<file path="src/rtl/capw_pkg.sv">
package capw_pkg;
  localparam int CFG_AW = 8;
  localparam int CFG_DW = 32;
  localparam int CFG_BW = CFG_DW / 8;

  localparam logic [CFG_AW-1:0] HEAD_PTR_OFS = 8'h34;
  localparam logic [CFG_AW-1:0] CMD_OFS      = 8'h04;
  localparam int CMD_LEGACY_OFF_BIT = 10;
  localparam int CMD_MASTER_BIT     = 2;

  typedef enum logic [3:0] {
    ST_IDLE,
    ST_HEAD,
    ST_REC,
    ST_ADDR_LO,
    ST_ADDR_HI,
    ST_CTRL,
    ST_CMD_RD,
    ST_CMD_WR
  } capw_state_t;

  typedef struct packed {
    logic              we;
    logic [CFG_AW-1:0] addr;
    logic [CFG_BW-1:0] be;
    logic [CFG_DW-1:0] data;
  } cfg_op_t;
endpackage

</file>
<file path="src/rtl/capw_req_port.sv">
module capw_req_port
  import capw_pkg::*;
(
  input  logic    clk,
  input  logic    rst,
  input  logic    load,
  input  cfg_op_t op_in,
  input  logic    ack,
  output logic    req,
  output cfg_op_t op_out
);
  always_ff @(posedge clk) begin
    if (rst) begin
      req    <= 1'b0;
      op_out <= '0;
    end else if (load) begin
      req    <= 1'b1;
      op_out <= op_in;
    end else if (ack) begin
      req    <= 1'b0;
    end
  end
endmodule

</file>
<file path="src/rtl/capw_hop_guard.sv">
module capw_hop_guard #(
  parameter int MAX_HOPS = 48
) (
  input  logic clk,
  input  logic rst,
  input  logic clear,
  input  logic step,
  output logic last
);
  localparam int CW = $clog2(MAX_HOPS + 1);
  logic [CW-1:0] cnt;

  always_ff @(posedge clk) begin
    if (rst || clear) cnt <= '0;
    else if (step)    cnt <= cnt + 1'b1;
  end

  assign last = (cnt == CW'(MAX_HOPS - 1));
endmodule

</file>
<file path="src/rtl/capw_mme_enc.sv">
module capw_mme_enc #(
  parameter int VEC_W   = 6,
  parameter int MAX_LOG = 5,
  parameter int MME_W   = 3
) (
  input  logic [VEC_W-1:0] count,
  output logic [MME_W-1:0] mme
);
  always_comb begin
    mme = '0;
    for (int i = 0; i < MAX_LOG; i++) begin
      if ((32'd1 << i) < 32'(count)) mme = MME_W'(i + 1);
    end
  end
endmodule

</file>
<file path="src/rtl/capw_msi_seq.sv">
module capw_msi_seq
  import capw_pkg::*;
#(
  parameter int          MAX_HOPS = 48,
  parameter int          VEC_W    = 6,
  parameter int          MSI_AW   = 64,
  parameter logic [7:0]  MSI_ID   = 8'h05
) (
  input  logic              clk,
  input  logic              rst,
  input  logic              start,
  input  logic [7:0]        target_id,
  input  logic [MSI_AW-1:0] msi_addr,
  input  logic [VEC_W-1:0]  msi_vectors,
  output logic              cfg_req,
  output logic              cfg_we,
  output logic [CFG_AW-1:0] cfg_addr,
  output logic [CFG_BW-1:0] cfg_be,
  output logic [CFG_DW-1:0] cfg_wdata,
  input  logic              cfg_ack,
  input  logic [CFG_DW-1:0] cfg_rdata,
  output logic              busy,
  output logic              done,
  output logic              found,
  output logic              not_found,
  output logic [CFG_AW-1:0] cap_loc
);
  localparam logic [CFG_AW-1:0] PTR_MASK = ~CFG_AW'(3);
  localparam int                MME_W    = 3;

  capw_state_t       state, nxt;
  logic [7:0]        tgt_q;
  logic [MSI_AW-1:2] addr_q;
  logic [VEC_W-1:0]  vec_q;
  logic [CFG_AW-1:0] cur_ptr;
  logic [15:0]       ctrl_q;
  logic              wide_q;

  logic              load;
  cfg_op_t           op_nxt, op_cur;
  logic              fin_found, fin_nf;
  logic              hop_last, hop_step, hop_clear;
  logic [MME_W-1:0]  mme;

  logic [CFG_AW-1:0] head_ptr, next_ptr;
  logic [7:0]        rec_id;

  assign head_ptr = cfg_rdata[7:0]  & PTR_MASK;
  assign next_ptr = cfg_rdata[15:8] & PTR_MASK;
  assign rec_id   = cfg_rdata[7:0];

  capw_mme_enc #(.VEC_W(VEC_W), .MAX_LOG(5), .MME_W(MME_W)) u_mme (
    .count (vec_q),
    .mme   (mme)
  );

  assign hop_clear = (state == ST_IDLE) && start;
  assign hop_step  = (state == ST_REC) && cfg_ack;

  capw_hop_guard #(.MAX_HOPS(MAX_HOPS)) u_hops (
    .clk   (clk),
    .rst   (rst),
    .clear (hop_clear),
    .step  (hop_step),
    .last  (hop_last)
  );

  capw_req_port u_port (
    .clk    (clk),
    .rst    (rst),
    .load   (load),
    .op_in  (op_nxt),
    .ack    (cfg_ack),
    .req    (cfg_req),
    .op_out (op_cur)
  );

  assign cfg_we    = op_cur.we;
  assign cfg_addr  = op_cur.addr;
  assign cfg_be    = op_cur.be;
  assign cfg_wdata = op_cur.data;

  // next-state and next-request selection
  always_comb begin
    nxt       = state;
    load      = 1'b0;
    op_nxt    = '0;
    fin_found = 1'b0;
    fin_nf    = 1'b0;
    case (state)
      ST_IDLE: begin
        if (start) begin
          load        = 1'b1;
          op_nxt.addr = HEAD_PTR_OFS;
          nxt         = ST_HEAD;
        end
      end
      ST_HEAD: begin
        if (cfg_ack) begin
          if (head_ptr == '0) begin
            fin_nf = 1'b1;
            nxt    = ST_IDLE;
          end else begin
            load        = 1'b1;
            op_nxt.addr = head_ptr;
            nxt         = ST_REC;
          end
        end
      end
      ST_REC: begin
        if (cfg_ack) begin
          if (rec_id == tgt_q) begin
            if (tgt_q == MSI_ID) begin
              load        = 1'b1;
              op_nxt.we   = 1'b1;
              op_nxt.addr = cur_ptr + CFG_AW'(4);
              op_nxt.be   = '1;
              op_nxt.data = {addr_q[31:2], 2'b00};
              nxt         = ST_ADDR_LO;
            end else begin
              fin_found = 1'b1;
              nxt       = ST_IDLE;
            end
          end else if (next_ptr == '0 || hop_last) begin
            fin_nf = 1'b1;
            nxt    = ST_IDLE;
          end else begin
            load        = 1'b1;
            op_nxt.addr = next_ptr;
            nxt         = ST_REC;
          end
        end
      end
      ST_ADDR_LO: begin
        if (cfg_ack) begin
          load      = 1'b1;
          op_nxt.we = 1'b1;
          if (wide_q) begin
            op_nxt.addr = cur_ptr + CFG_AW'(8);
            op_nxt.be   = '1;
            op_nxt.data = addr_q[63:32];
            nxt         = ST_ADDR_HI;
          end else begin
            op_nxt.addr = cur_ptr;
            op_nxt.be   = 4'b1100;
            op_nxt.data = {ctrl_q, 16'h0000};
            nxt         = ST_CTRL;
          end
        end
      end
      ST_ADDR_HI: begin
        if (cfg_ack) begin
          load        = 1'b1;
          op_nxt.we   = 1'b1;
          op_nxt.addr = cur_ptr;
          op_nxt.be   = 4'b1100;
          op_nxt.data = {ctrl_q, 16'h0000};
          nxt         = ST_CTRL;
        end
      end
      ST_CTRL: begin
        if (cfg_ack) begin
          load        = 1'b1;
          op_nxt.addr = CMD_OFS;
          nxt         = ST_CMD_RD;
        end
      end
      ST_CMD_RD: begin
        if (cfg_ack) begin
          load        = 1'b1;
          op_nxt.we   = 1'b1;
          op_nxt.addr = CMD_OFS;
          op_nxt.be   = 4'b0011;
          op_nxt.data = cfg_rdata;
          op_nxt.data[CMD_LEGACY_OFF_BIT] = 1'b1;
          op_nxt.data[CMD_MASTER_BIT]     = 1'b1;
          nxt         = ST_CMD_WR;
        end
      end
      ST_CMD_WR: begin
        if (cfg_ack) begin
          fin_found = 1'b1;
          nxt       = ST_IDLE;
        end
      end
      default: nxt = ST_IDLE;
    endcase
  end

  always_ff @(posedge clk) begin
    if (rst) begin
      state     <= ST_IDLE;
      tgt_q     <= '0;
      addr_q    <= '0;
      vec_q     <= '0;
      cur_ptr   <= '0;
      ctrl_q    <= '0;
      wide_q    <= 1'b0;
      done      <= 1'b0;
      found     <= 1'b0;
      not_found <= 1'b0;
      cap_loc   <= '0;
    end else begin
      state <= nxt;
      done  <= fin_found | fin_nf;
      if (hop_clear) begin
        tgt_q     <= target_id;
        addr_q    <= msi_addr[MSI_AW-1:2];
        vec_q     <= msi_vectors;
        found     <= 1'b0;
        not_found <= 1'b0;
        cap_loc   <= '0;
      end
      if (load && (nxt == ST_REC)) cur_ptr <= op_nxt.addr;
      if (state == ST_REC && cfg_ack && rec_id == tgt_q) begin
        ctrl_q <= {cfg_rdata[31:23], mme, cfg_rdata[19:17], 1'b1};
        wide_q <= cfg_rdata[23];
      end
      if (fin_found) begin
        found   <= 1'b1;
        cap_loc <= cur_ptr;
      end
      if (fin_nf) not_found <= 1'b1;
    end
  end

  assign busy = (state != ST_IDLE);
endmodule

</file>
<file path="config.mk">
export PLATFORM = sky130hd
export DESIGN_NAME = capw_msi_seq
export DESIGN_NICKNAME = d
export VERILOG_FILES = /design/src/rtl/capw_pkg.sv /design/src/rtl/capw_req_port.sv /design/src/rtl/capw_hop_guard.sv /design/src/rtl/capw_mme_enc.sv /design/src/rtl/capw_msi_seq.sv
export SDC_FILE = /design/constraint.sdc
export NUM_CORES = 1
export LEC_CHECK = 0
export BUFFER_PORTS_ARGS = -buffer_cell sky130_fd_sc_hd__buf_2
export CAP_MARGIN = 30
export CORE_MARGIN = 2
export CORE_UTILIZATION = 57
export CTS_BUF_LIST = sky130_fd_sc_hd__clkbuf_16
export DETAILED_ROUTE_END_ITERATION = 6
export GPL_TIMING_DRIVEN = 1
export PLACE_DENSITY = 0.85
export SETUP_SLACK_MARGIN = 0.1
export SYNTH_ARGS = -nofsm -noshare
export SYNTH_HDL_FRONTEND = slang
export SYNTH_SLANG_ARGS = --single-unit
</file>
<file path="constraint.sdc">
create_clock -name clk -period 4.22 [get_ports clk]
set_input_delay 1.266 -clock clk [delete_from_list [all_inputs] [get_ports clk]]
set_output_delay 1.266 -clock clk [all_outputs]
set_load 0.02 [all_outputs]
</file>
-- Word-level counts from Yosys, hierarchy flattened
Cells that the tools add are included.
- register bits: 168
- bits in latches: 0
- memories kept: 0
- memory bits (writable): 0
- output and inout port bits: 58
- memory bits (read-only): 0
- div/mod/pow operators: 0
- bitwise logic cells: 1
- multiply operators: 0
- equality and inequality tests: 11
- $lt $le $gt $ge: 5
- add/sub/neg operators: 3
- reductions and logical operators: 14
- mux-type cells: 62
- shifts and indexed selects: 0
- operator list (operator ; count):
    45-bit two-way mux ; 5
    36-bit case mux with 4 select lines ; 1
    8-bit case mux with 7 select lines ; 1
    8-bit two-way mux ; 6
    44-bit two-way mux ; 1
    36-bit two-way mux ; 1
    4-bit two-way mux ; 9
    4-bit case mux with 8 select lines ; 1
    1-bit two-way mux ; 24
    4-bit by 3-bit == test with 1-bit output, second input constant ; 4
    8-bit zero test ; 2
    4-bit by 2-bit == test with 1-bit output, second input constant ; 3
    2-bit two-way mux ; 5
    3-bit two-way mux ; 3
    8-bit by 3-bit adder with 8-bit output, second input constant ; 1
    8-bit by 4-bit adder with 8-bit output, second input constant ; 1
    8-bit by 3-bit == test with 1-bit output, second input constant ; 1
    8-bit == test ; 1
    1-bit case mux with 4 select lines ; 2
    6-bit by 1-bit adder with 6-bit output, second input constant ; 1
    6-bit == test, second input constant ; 1
    1-bit by 6-bit < comparator with 1-bit output, first input constant ; 1
    2-bit by 6-bit < comparator with 1-bit output, first input constant ; 1
    3-bit by 6-bit < comparator with 1-bit output, first input constant ; 1
    other kinds (12) ; 19

-- Logic depth before layout (Yosys ltp)
Gate-level depths: netlist of run 1.
- word-level depth: 8
- gate-level depth with buffers: 9
- gate-level depth less buffers: 7

-- Hierarchy
A second synthesis of run 1 with hierarchy kept.
- cells, all modules: 913
- area total of the unflattened synthesis: 7556.0 um^2
- by module, submodules not included (module ; cells an instance ; area an instance (um^2) ; times used ; sequential area each (um^2)):
    capw_msi_seq ; 725 ; 5556.6 ; 1 ; 2302.2
    capw_req_port ; 149 ; 1667.8 ; 1 ; 920.9
    capw_hop_guard ; 29 ; 261.5 ; 1 ; 120.1
    capw_mme_enc ; 10 ; 70.1 ; 1 ; 0.0

-- Least setup slack after synthesis of run 1
Ideal clock, no wire load.
- kind: in2reg
- start point: input cfg_rdata[0]
- end point: register u_port.op_out[31] (netlist bit)
- required time: 4146 ps
- stages on the path: 7
- library setup time: 74 ps
- arrival: 2812 ps
- slack: 1333 ps
- path buffers: 1
- cells stage by stage: xnor2_1 -> nand4_1 -> o21a_4 -> a2111oi_4 -> buf_2 -> nand2_1 -> a31oi_1
- cells in the longest elaborated chain, start to end: 4
- elaborated cells on any way between the ends: 7
- RTL lines (item ; RTL line ; RTL):
    from (decl) ; capw_msi_seq.sv:21 ; input logic [CFG_DW-1:0] cfg_rdata,
    8-bit == test * ; capw_msi_seq.sv:112 ; if (rec_id == tgt_q) begin
    36-bit two-way mux / 1-bit two-way mux (equally long branches) ; capw_msi_seq.sv:112 ;
    45-bit two-way mux / 1-bit two-way mux (equally long branches) ; capw_msi_seq.sv:111 ; if (cfg_ack) begin
    36-bit case mux with 4 select lines / 1-bit case mux with 4 select lines (equally long branches) ; capw_msi_seq.sv:90 ; case (state)
    to (signal assigned) ; capw_req_port.sv:18 ; op_out <= op_in;
    to (decl) ; capw_req_port.sv:10 ; output cfg_op_t op_out
Every way passes the cells marked *; elsewhere a longest branch is shown, timed or not.
A chain may end at the register's enable or synchronous reset.

-- Final worst setup path of run 1
- start point: input cfg_rdata[4]
- end point: register u_port.op_out[31] (netlist bit)
- cells in the longest elaborated chain, start to end: 4
- elaborated cells on any way between the ends: 10
- RTL lines (item ; RTL line):
    8-bit == test / 8-bit zero test (equally long branches) ; capw_msi_seq.sv:112, capw_msi_seq.sv:100
    36-bit two-way mux (tied with other cells) ; capw_msi_seq.sv:112
    45-bit two-way mux (tied with other cells) ; capw_msi_seq.sv:111
    36-bit case mux with 4 select lines / 1-bit case mux with 4 select lines (equally long branches) ; capw_msi_seq.sv:90
Parallel ways exist; a longest one is shown, timed or not.

==> reports/qor.yml, run 1 <==
clock_network:
  cts_buffers: 17
  post_cts_buffers: 0
  cts.sinks: 165
  cts_resized: 0
  h-tree-depth: 4
  clk_pin_slew_ns: 0.06
  cts_tree: "done"
  root_buffer: "clkbuf_16"
  clkLatencyLatePin_ns: 0.43
  cts_buffer_depth: 2
  postCtsHoldBufs: 0
synth:
  synth_area_mm2: 0.00696
  synthTopCellsByArea: "dfxtp_1, nand2_1, a21oi_1"
  synth_seq_cells: 165
  ys_types: 61
  synthTopCellsByCount: "nand2_1, dfxtp_1, a21oi_1, clkbuf_1, nor2_1"
  synthCells: 849
  synth.largest_area_cell: "dfxtp_1"
  synthMostInstantiatedCell: "nand2_1"
  async_flop_share_pct: 0
  synthesis.nets: 966
  synth_warnings: 0
  syn_avg_cell_area_um2: 8.20
  synth_top_area_share_pct: 47.5
  synth-seq-area-share_pct: 47.5
  synth-main-ff-cell: "dfxtp_1"
  synth-edff-count: 0
cells_and_area:
  drive_gt1_share_pct: 22.9
  area_growth_pct: 21.1
  final_cells: 1147
  fin_nets: 1104
  fin_area_mm2: 0.00843
  antenna_cells: 0
  final_util_pct: 70.4
worst_setup_path:
  crit_buf_inv: 2
  cp_slowest_cell: "a2111oi_4"
  cpLargestDelayFamily: "simple AND/OR/NAND/NOR gates"
  worst-endpoint-arrival_ns: 3.69
  critical_path_class: "input pin to register"
  cpPeakStageDelay_ns: 0.70
  worstPathMaxFanout: 19
  path_cells: "buf_2, nor4_1, nor3b_1, nor3_1, a2111oi_4, buf_4, nand2_1, a31oi_1"
  worst_ep_required_time_ns: 4.57
  endpoint_kind: "register"
  start_kind: "input pin"
detailed_routing:
  drc: 8
  viasPerCell: 5.92
  vias: 6791
  ant_nets: 0
  top_layer: "met5"
  wl_met3_mm: 1.56
  wl_per_cell_um: 17.1
  dr_wl_met2_mm: 9.37
  dr.first_iter.drc_count: 853
  dr.pass1.iters: 7
  drt-total-wl_mm: 19.6
  wl_met1_mm: 8.00
power:
  pwr-share-comb_pct: 6.8
  switchingPower_mw: 0.791
  internal-power_mw: 2.61
  irDropWorstVdd_mv: 0.291
  power_mw: 3.40
  seqPwrFrac_pct: 47.9
  p_per_area_mw_per_mm2: 403
  p_leak_nw: 3.26
  swShare_pct: 23.3
  pwr-share-clk_pct: 45.4
place:
  dp_slack_ns: 0.536
  hpwlAfterDp_mm: 13.1
  io_buffers: 169
  placed_cell_area_mm2: 0.00784
  dp.cells: 1115
  gp_congestion: 0.924
floorplanning:
  row_count: 40
  dieWidth_um: 115
  core_mm2: 0.0120
  io_pins: 172
  initial_utilization_pct: 58.2
  die_area_mm2: 0.0131
  die_h_um: 115
global_routing:
  grt_overflow_total: 0
  grt.total_usage_pct: 30.1
  grt_max_degree: 81
  grt_pass1_vias: 6308
  antenna_found_initial: 1
  grt_pass1_wl_mm: 31.1
outcome:
  run_status: "complete, but fails checks"
  violations: "design-rule violations"
sta:
  skew_ns: 0.00667
  hold_slack_ns: 0.452
  finalHoldViolCount: 0
  period_minus_slack_ns: 3.34
  setup_viol: 0
  tns_ns: 0
  slew_viol_final: 0
  slew_headroom_pct: 43.5
  period_share_pct: 79.1
  max_freq_mhz: 299
  rsz0062_at_grt: "false"
  fin_ws_ns: 0.880
  worstMarginPinSlew_ns: 0.848
min_path:
  hold_path_class: "register to register"
flow_run:
  maxCapViolations: 0
## power by group through the flow
stage | registers, mW | logic, mW | clock network [mW]
floorplan | 1.65 | 0.132 | 0
global route | 1.63 | 0.254 | 1.62
finish | 1.63 | 0.230 | 1.54
detailed placement | 1.66 | 0.227 | 0
global placement | 1.66 | 0.225 | 0
CTS | 1.63 | 0.228 | 1.55
## sequential cells by signal, summed over array words and instances, names as in the netlist
name           flops
addr_q            62
found              1
vec_q              6
state              4
cur_ptr            8
ctrl_q            16
u_hops.cnt         6
u_port.op_out     43
u_port.req         1
not_found          1
done               1
cap_loc            8
tgt_q              8
## metal layers
layer  track usage [%]  vias to the layer above
met5                 0                        -
met4              14.6                        2
met3              6.25                       56
met2              48.0                      331
met1              38.9                     3136
li1                  -                     3266
## cell families (layout without fill, tap and decap cells)
kind of cell / count (synthesis) / in the layout / share of synthesized area [%]
buffers and inverters: 71 / 222 / 4.46
adders and majority gates: 3 / 3 / 0.539
other: 1 / 1 / 0.0539
DFF: 165 / 165 / 47.5
AOI/OAI and AO/OA: 233 / 233 / 22.2
muxes: 3 / 3 / 0.431
and+or+nand+nor: 356 / 356 / 22.7
xor gates and xnor gates: 17 / 17 / 2.14
## cell usage in the layout, fill, tap and decap left out, drive strengths merged, types with 3 or more instances in the layout
cell     count
a2111oi      3
buf        184
nor3b        3
o2bb2ai      3
mux2i        3
clkbuf      17
nand4        8
a21oi      124
nand3        3
xnor2       12
inv          8
nor2b        3
a222oi      30
a211oi       7
o21ai       14
nand2b      11
a31oi       18
ha           3
nand3b       9
bufinv       3
xor2         5
nor4        10
nor2        33
o31ai        3
a21o         5
nand2      249
nor3        13
a22oi        3
a21boi       3
clkinv       9
dfxtp      165
o21a         4
## worst reg2reg max path, cell delays in order, from the launching register on
cell	delay, ns
dfxtp_1	0.79
or3_1	0.39
a211oi_4	0.10
o21a_4	0.17
a2111oi_4	0.69
buf_4	0.39
nand2_1	0.11
a31oi_1	0.18
## final cells by class
class | count | area, um^2
clock buffer | 17 | 425
clock inverter | 15 | 164
fill | 948 | 3530
inverter | 6 | 22.5
multi-input combinational | 613 | 3370
sequential | 165 | 3300
tap | 147 | 184
timing repair buffer | 184 | 961
## final timing paths
check             slack [ns]                      startpoint  cells past startpoint                              to
hold / removal          0.45  u_port.op_out[41]$_SDFFE_PP0P_                      2  u_port.op_out[41]$_SDFFE_PP0P_
hold reg to reg         0.45  u_port.op_out[41]$_SDFFE_PP0P_                      2  u_port.op_out[41]$_SDFFE_PP0P_
setup reg to reg        1.32             state[2]$_SDFF_PP0_                      7  u_port.op_out[31]$_SDFFE_PP0P_
setup / recovery        0.88                    cfg_rdata[4]                      8  u_port.op_out[31]$_SDFFE_PP0P_
Note: power is estimated with default switching activity, not from simulation.
==> run 2: changes to the inputs <==
- ABC_AREA: default -> 1
- CORE_UTILIZATION: 57 -> 54
- PLACE_DENSITY: 0.85 -> 0.8
- clock period: 4.22 -> 3.3 ns (I/O delays scaled with it)
==> reports/qor.yml, run 2 <==
sta:
  finalHoldViolCount: 0
  max_freq_mhz: 397
  period_minus_slack_ns: 2.52
  worstMarginPinSlew_ns: 0.934
  setup_viol: 0
  period_share_pct: 76.3
  slew_headroom_pct: 37.7
  slew_viol_final: 0
  rsz0062_at_grt: "false"
  skew_ns: 0.00699
  tns_ns: 0
worst_setup_path:
  critical_path_class: "input pin to register"
  worst-endpoint-arrival_ns: 2.87
  start_kind: "input pin"
  crit_buf_inv: 6
  endpoint_kind: "register"
  worstPathMaxFanout: 20
  cp_slowest_cell: "buf_4"
  path_cells: "buf_2, inv_2, nor2_8, inv_2, nor2_4, nand2_4, clkinv_2, buf_4, nand2_1, o221ai_1, inv_1, a21oi_1"
  crit_top_cell: "inv_2"
  cpLargestDelayFamily: "buffers and inverters"
  worst_ep_required_time_ns: 3.65
  cpPeakStageDelay_ns: 0.27
detailed_routing:
  wl_per_cell_um: 14.9
  vias: 7290
  dr.pass1.iters: 5
  drc: 0
  viasPerCell: 5.33
  drt-total-wl_mm: 20.3
  ant_nets: 0
  dr.first_iter.drc_count: 544
floorplanning:
  io_pins: 172
  initial_utilization_pct: 55.5
  row_count: 42
  core_mm2: 0.0132
  die_h_um: 121
  dieWidth_um: 121
  die_area_mm2: 0.0145
min_path:
  hold_path_class: "register to register"
power:
  pwr-share-clk_pct: 41.3
  p_per_area_mw_per_mm2: 474
  swShare_pct: 25.0
  pwr-share-comb_pct: 8.4
  irDropWorstVdd_mv: 0.369
  internal-power_mw: 3.11
  switchingPower_mw: 1.03
  power_mw: 4.14
  seqPwrFrac_pct: 50.3
  p_leak_nw: 3.77
clock_network:
  h-tree-depth: 4
  clkLatencyLatePin_ns: 0.43
  cts_tree: "done"
  clk_pin_slew_ns: 0.06
  root_buffer: "clkbuf_16"
  cts.sinks: 165
  cts_buffer_depth: 2
  cts_resized: 0
  postCtsHoldBufs: 0
  cts_buffers: 17
  post_cts_buffers: 0
place:
  hpwlAfterDp_mm: 14.4
  gp_congestion: 0.942
  io_buffers: 169
  placed_cell_area_mm2: 0.00822
synth:
  synth_seq_cells: 165
  synth_warnings: 0
  synthCells: 1031
  synth.largest_area_cell: "dfxtp_1"
  synth-edff-count: 0
  synth_top_area_share_pct: 45.0
  synth_area_mm2: 0.00734
  synthMostInstantiatedCell: "nand2_1"
  ys_types: 44
  synth-main-ff-cell: "dfxtp_1"
  syn_avg_cell_area_um2: 7.12
  synthTopCellsByCount: "nand2_1, dfxtp_1, a21oi_1, inv_1, nor2_1"
  synth-seq-area-share_pct: 45.0
  synthesis.nets: 1148
  async_flop_share_pct: 0
  synthTopCellsByArea: "dfxtp_1, nand2_1, a21oi_1"
cells_and_area:
  fillers: 1218
  seq_area_mm2: 0.00330
  final_cell_mix: "nand2_1, buf_2, dfxtp_1"
  reg_top3: "addr_q x62, u_port.op_out x43, ctrl_q x16"
  area_growth_pct: 18.9
  largest_reg_flops: 62
  fin_nets: 1294
  layout_commonest_cell: "nand2_1"
  final_util_pct: 65.9
  multiInputGateArea_mm2: 0.00335
  top_register: "addr_q"
  fin_area_mm2: 0.00873
  drive_gt1_share_pct: 20.0
global_routing:
  grt_pass1_vias: 6759
  grt_max_degree: 98
  antenna_found_initial: 2
  grt_overflow_total: 0
  grt_pass1_wl_mm: 32.2
  grt.total_usage_pct: 28.3
flow_run:
  maxCapViolations: 0
outcome:
  run_status: "finished clean"
## run 2: cell types whose count changed after synthesis, moves of 11 or more
cell,delta
a222oi_1,-30
a31oi_1,-17
clkbuf_1,-18
inv_1,+93
nand2_1,+62
nand2b_1,-11
nand3_1,+24
nand4_1,+22
nor2_1,+40
o21ai_0,+40
## run 2: worst paths after layout
kind | start | endpoint | slack [ns] | cells after the start
setup / recovery | cfg_ack | u_port.op_out[15]$_SDFFE_PP0P_ | 0.78 | 12
hold / removal | addr_q[4]$_SDFFE_PP0P_ | addr_q[4]$_SDFFE_PP0P_ | 0.45 | 2
setup reg to reg | state[2]$_SDFF_PP0_ | u_port.op_out[15]$_SDFFE_PP0P_ | 1.06 | 8
hold reg to reg | addr_q[4]$_SDFFE_PP0P_ | addr_q[4]$_SDFFE_PP0P_ | 0.45 | 2
## run 2: cells by family (layout without fill, tap and decap cells)
logic type / after synthesis / count (layout) / share of synthesized area [%]
simple gates: 468 / 468 / 27.2
compound gates: 220 / 220 / 16.3
flops: 165 / 165 / 45.0
buf+inv: 162 / 321 / 9.54
xor+xnor: 12 / 12 / 1.43
fa+ha+maj: 3 / 3 / 0.511
other cells: 1 / 2 / 0.0511
## run 2: metrics by stage
stage / worst slack (ns) / instances / hold WS (ns)
finish: 0.782 / 1367 / 0.448
global route: 0.644 / 1366 / 0.466
CTS: 0.794 / 1366 / 0.452
detailed placement: 0.411 / 1334 / 0.443
global placement: 0.439 / 1334 / 0.435
floorplan: 1.04 / 1031 / 0.425
## run 2: cell type report
type | count | share of cell area (%)
Clock inverter | 15 | 0.903
Sequential cell | 165 | 37.8
Antenna cell | 1 | 0.0287
Multi-Input combinational cell | 704 | 38.4
Clock buffer | 17 | 4.87
Timing Repair Buffer | 181 | 10.7
Inverter | 108 | 4.72
Tap cell | 176 | 2.52
## run 2: metal layers
layer | GRT usage (%) | up-vias | routed length, um
li1 | - | 3624 | -
met1 | 34.5 | 3372 | 8750
met2 | 48.8 | 253 | 9860
met3 | 6.13 | 39 | 1240
met4 | 10.8 | 2 | 471
met5 | 0 | - | 11
## run 2: worst reg2reg max path, stage by stage, from the launching register on
cell      delay [ns]
dfxtp_1         0.38
inv_1           0.07
nor2_1          0.34
nand2_1         0.11
nor2_2          0.48
inv_1           0.32
o221ai_1        0.25
inv_1           0.06
a21oi_1         0.15
## run 2: power by group through the flow
| stage | clock, mW | sequential, mW | combinational (mW) |
|---|---|---|---|
| 2_1_floorplan | 0 | 2.13 | 0.208 |
| 3_3_place_gp | 0 | 2.12 | 0.341 |
| 3_5_place_dp | 0 | 2.13 | 0.344 |
| 4_1_cts | 1.74 | 2.08 | 0.346 |
| 5_1_grt | 1.80 | 2.09 | 0.385 |
| 6_report | 1.71 | 2.08 | 0.347 |
==> run 3: changes to the inputs <==
- ABC_AREA: 1 -> 0
- CORE_UTILIZATION: 54 -> 48
- PLACE_DENSITY: 0.8 -> 0.76
- clock period: 3.3 -> 2.2 ns (I/O delays scaled with it)
==> reports/qor.yml, run 3 (same netlist as run 1, synthesis figures left out) <==
clock_network:
  h-tree-depth: 4
  cts_buffers: 17
  cts_tree: "done"
  cts.sinks: 165
  root_buffer: "clkbuf_16"
  clk_pin_slew_ns: 0.06
  cts_buffer_depth: 2
  clkLatencyLatePin_ns: 0.43
global_routing:
  grt_pass1_wl_mm: 33.9
  grt_max_degree: 41
  grt_overflow_total: 0
  antenna_found_initial: 1
  grt.total_usage_pct: 27.2
  grt_pass1_vias: 6736
sta:
  period_share_pct: 96.2
  finalHoldViolCount: 0
  slew_viol_final: 0
  rsz0062_at_grt: "true"
  skew_ns: 0.00715
  max_freq_mhz: 473
  period_minus_slack_ns: 2.12
  setup_viol: 0
floorplanning:
  core_mm2: 0.0144
  row_count: 44
  io_pins: 172
  die_area_mm2: 0.0155
  dieWidth_um: 124
  initial_utilization_pct: 48.4
  die_h_um: 124
power:
  irDropWorstVdd_mv: 0.555
  p_per_area_mw_per_mm2: 696
  p_leak_nw: 3.68
cells_and_area:
  top_register: "addr_q"
  largest_reg_flops: 62
  drive_gt1_share_pct: 29.8
  fin_nets: 1177
  reg_top3: "addr_q x62, u_port.op_out x43, ctrl_q x16"
  final_util_pct: 64.2
  area_growth_pct: 32.5
  final_cell_mix: "nand2_1, buf_2, dfxtp_1"
  layout_commonest_cell: "nand2_1"
  fin_area_mm2: 0.00922
worst_setup_path:
  path_cells: "buf_4, or3b_2, nor3_2, a2111oi_4, buf_12, buf_4, a222oi_1, nor2_1"
  worst-endpoint-arrival_ns: 2.42
  cp_slowest_cell: "or3b_2"
  critical_path_class: "register to register"
  cpLargestDelayFamily: "simple AND/OR/NAND/NOR gates"
  rr_worst_depth: 8
  crit_top_cell: "buf_4"
  cp_num_cells: 8
  crit_buf_inv: 3
  worstPathMaxFanout: 18
  endpoint_kind: "register"
  cpPeakStageDelay_ns: 0.51
  start_kind: "register"
  worst_ep_required_time_ns: 2.50
flow_run:
  maxCapViolations: 0
detailed_routing:
  vias: 7092
  viasPerCell: 5.64
  drc: 0
  ant_nets: 0
  dr.first_iter.drc_count: 739
  dr.pass1.iters: 7
  drt-total-wl_mm: 21.3
  wl_per_cell_um: 16.9
min_path:
  min_path_cells: 2
  hold_path_class: "register to register"
outcome:
  run_status: "finished clean"
place:
  gp_congestion: 0.938
  placed_cell_area_mm2: 0.00857
  hpwlAfterDp_mm: 15.3
  io_buffers: 169
run 3: cell types whose count changed in the layout (fill, tap and decap cells not counted), sizes merged, moves of 17 or more:
cell	before	now
nand4	30	8
nand3	28	3
buf	181	256
inv	116	12
nor2	81	33
a31oi	1	18
a222oi	0	30
nand2	319	249
o21ai	55	14
run 3: routing by layer:
layer	global-route usage, %	vias to the layer above	wire, um
met2	44.9	306	10200
met5	0	-	0
met3	5.88	40	1570
met4	9.45	0	473
li1	-	3431	-
met1	35.3	3315	8990
run 3: stage by stage:
step | TNS [ns] | hold slack (ns) | power (mW) | std cells | setup slack, ns
floorplan | -0.0397 | 0.436 | 3.43 | 849 | -0.00501
global placement | -10.03 | 0.433 | 3.70 | 1220 | -0.203
detailed placement | -14.69 | 0.437 | 3.71 | 1220 | -0.277
CTS | 0 | 0.450 | 6.43 | 1254 | 0.0831
global route | 0 | 0.459 | 6.65 | 1258 | 0.0203
finish | 0 | 0.447 | 6.42 | 1258 | 0.0838
run 3: cell type report:
| cell class | count | area [um^2] |
|---|---|---|
| antenna | 1 | 2.50 |
| clock inverter | 15 | 116 |
| multi-input combinational | 614 | 3480 |
| sequential | 165 | 3310 |
| tap | 184 | 230 |
| inverter | 6 | 22.5 |
| timing repair buffer | 256 | 1640 |
| fill | 1235 | 5150 |
| clock buffer | 17 | 425 |
run 3: what timing repair did:
item / CTS / global route
pin swaps: 2 / 2
setup buffers: 2 / 2
endpoints found under the setup margin: 44 / 64
hold buffers: 0 / 0
gates cloned: 0 / 1
resized for setup: 10 / 11
run 3: power breakdown:
group	internal (mW)	switching (mW)	leakage [nW]
sequential	3.06	0.0520	1.34
clock	1.54	1.21	0.269
combinational	0.247	0.305	2.07
total	4.85	1.57	3.68
run 3: worst min-delay path, stage by stage (launching register included):
cell and delay, ns:
dfxtp_1 0.31, nand2_1 0.05, nand2_1 0.04
run 3: path summary, 6_finish.rpt:
check                         startpoint                             to  slack (ns)
setup / recovery     state[0]$_SDFF_PP0_  u_port.op_out[0]$_SDFFE_PP0P_        0.08
hold / removal    not_found$_SDFFE_PP0P_         not_found$_SDFFE_PP0P_        0.45
setup reg to reg     state[0]$_SDFF_PP0_  u_port.op_out[0]$_SDFFE_PP0P_        0.08
hold reg to reg   not_found$_SDFFE_PP0P_         not_found$_SDFFE_PP0P_        0.45
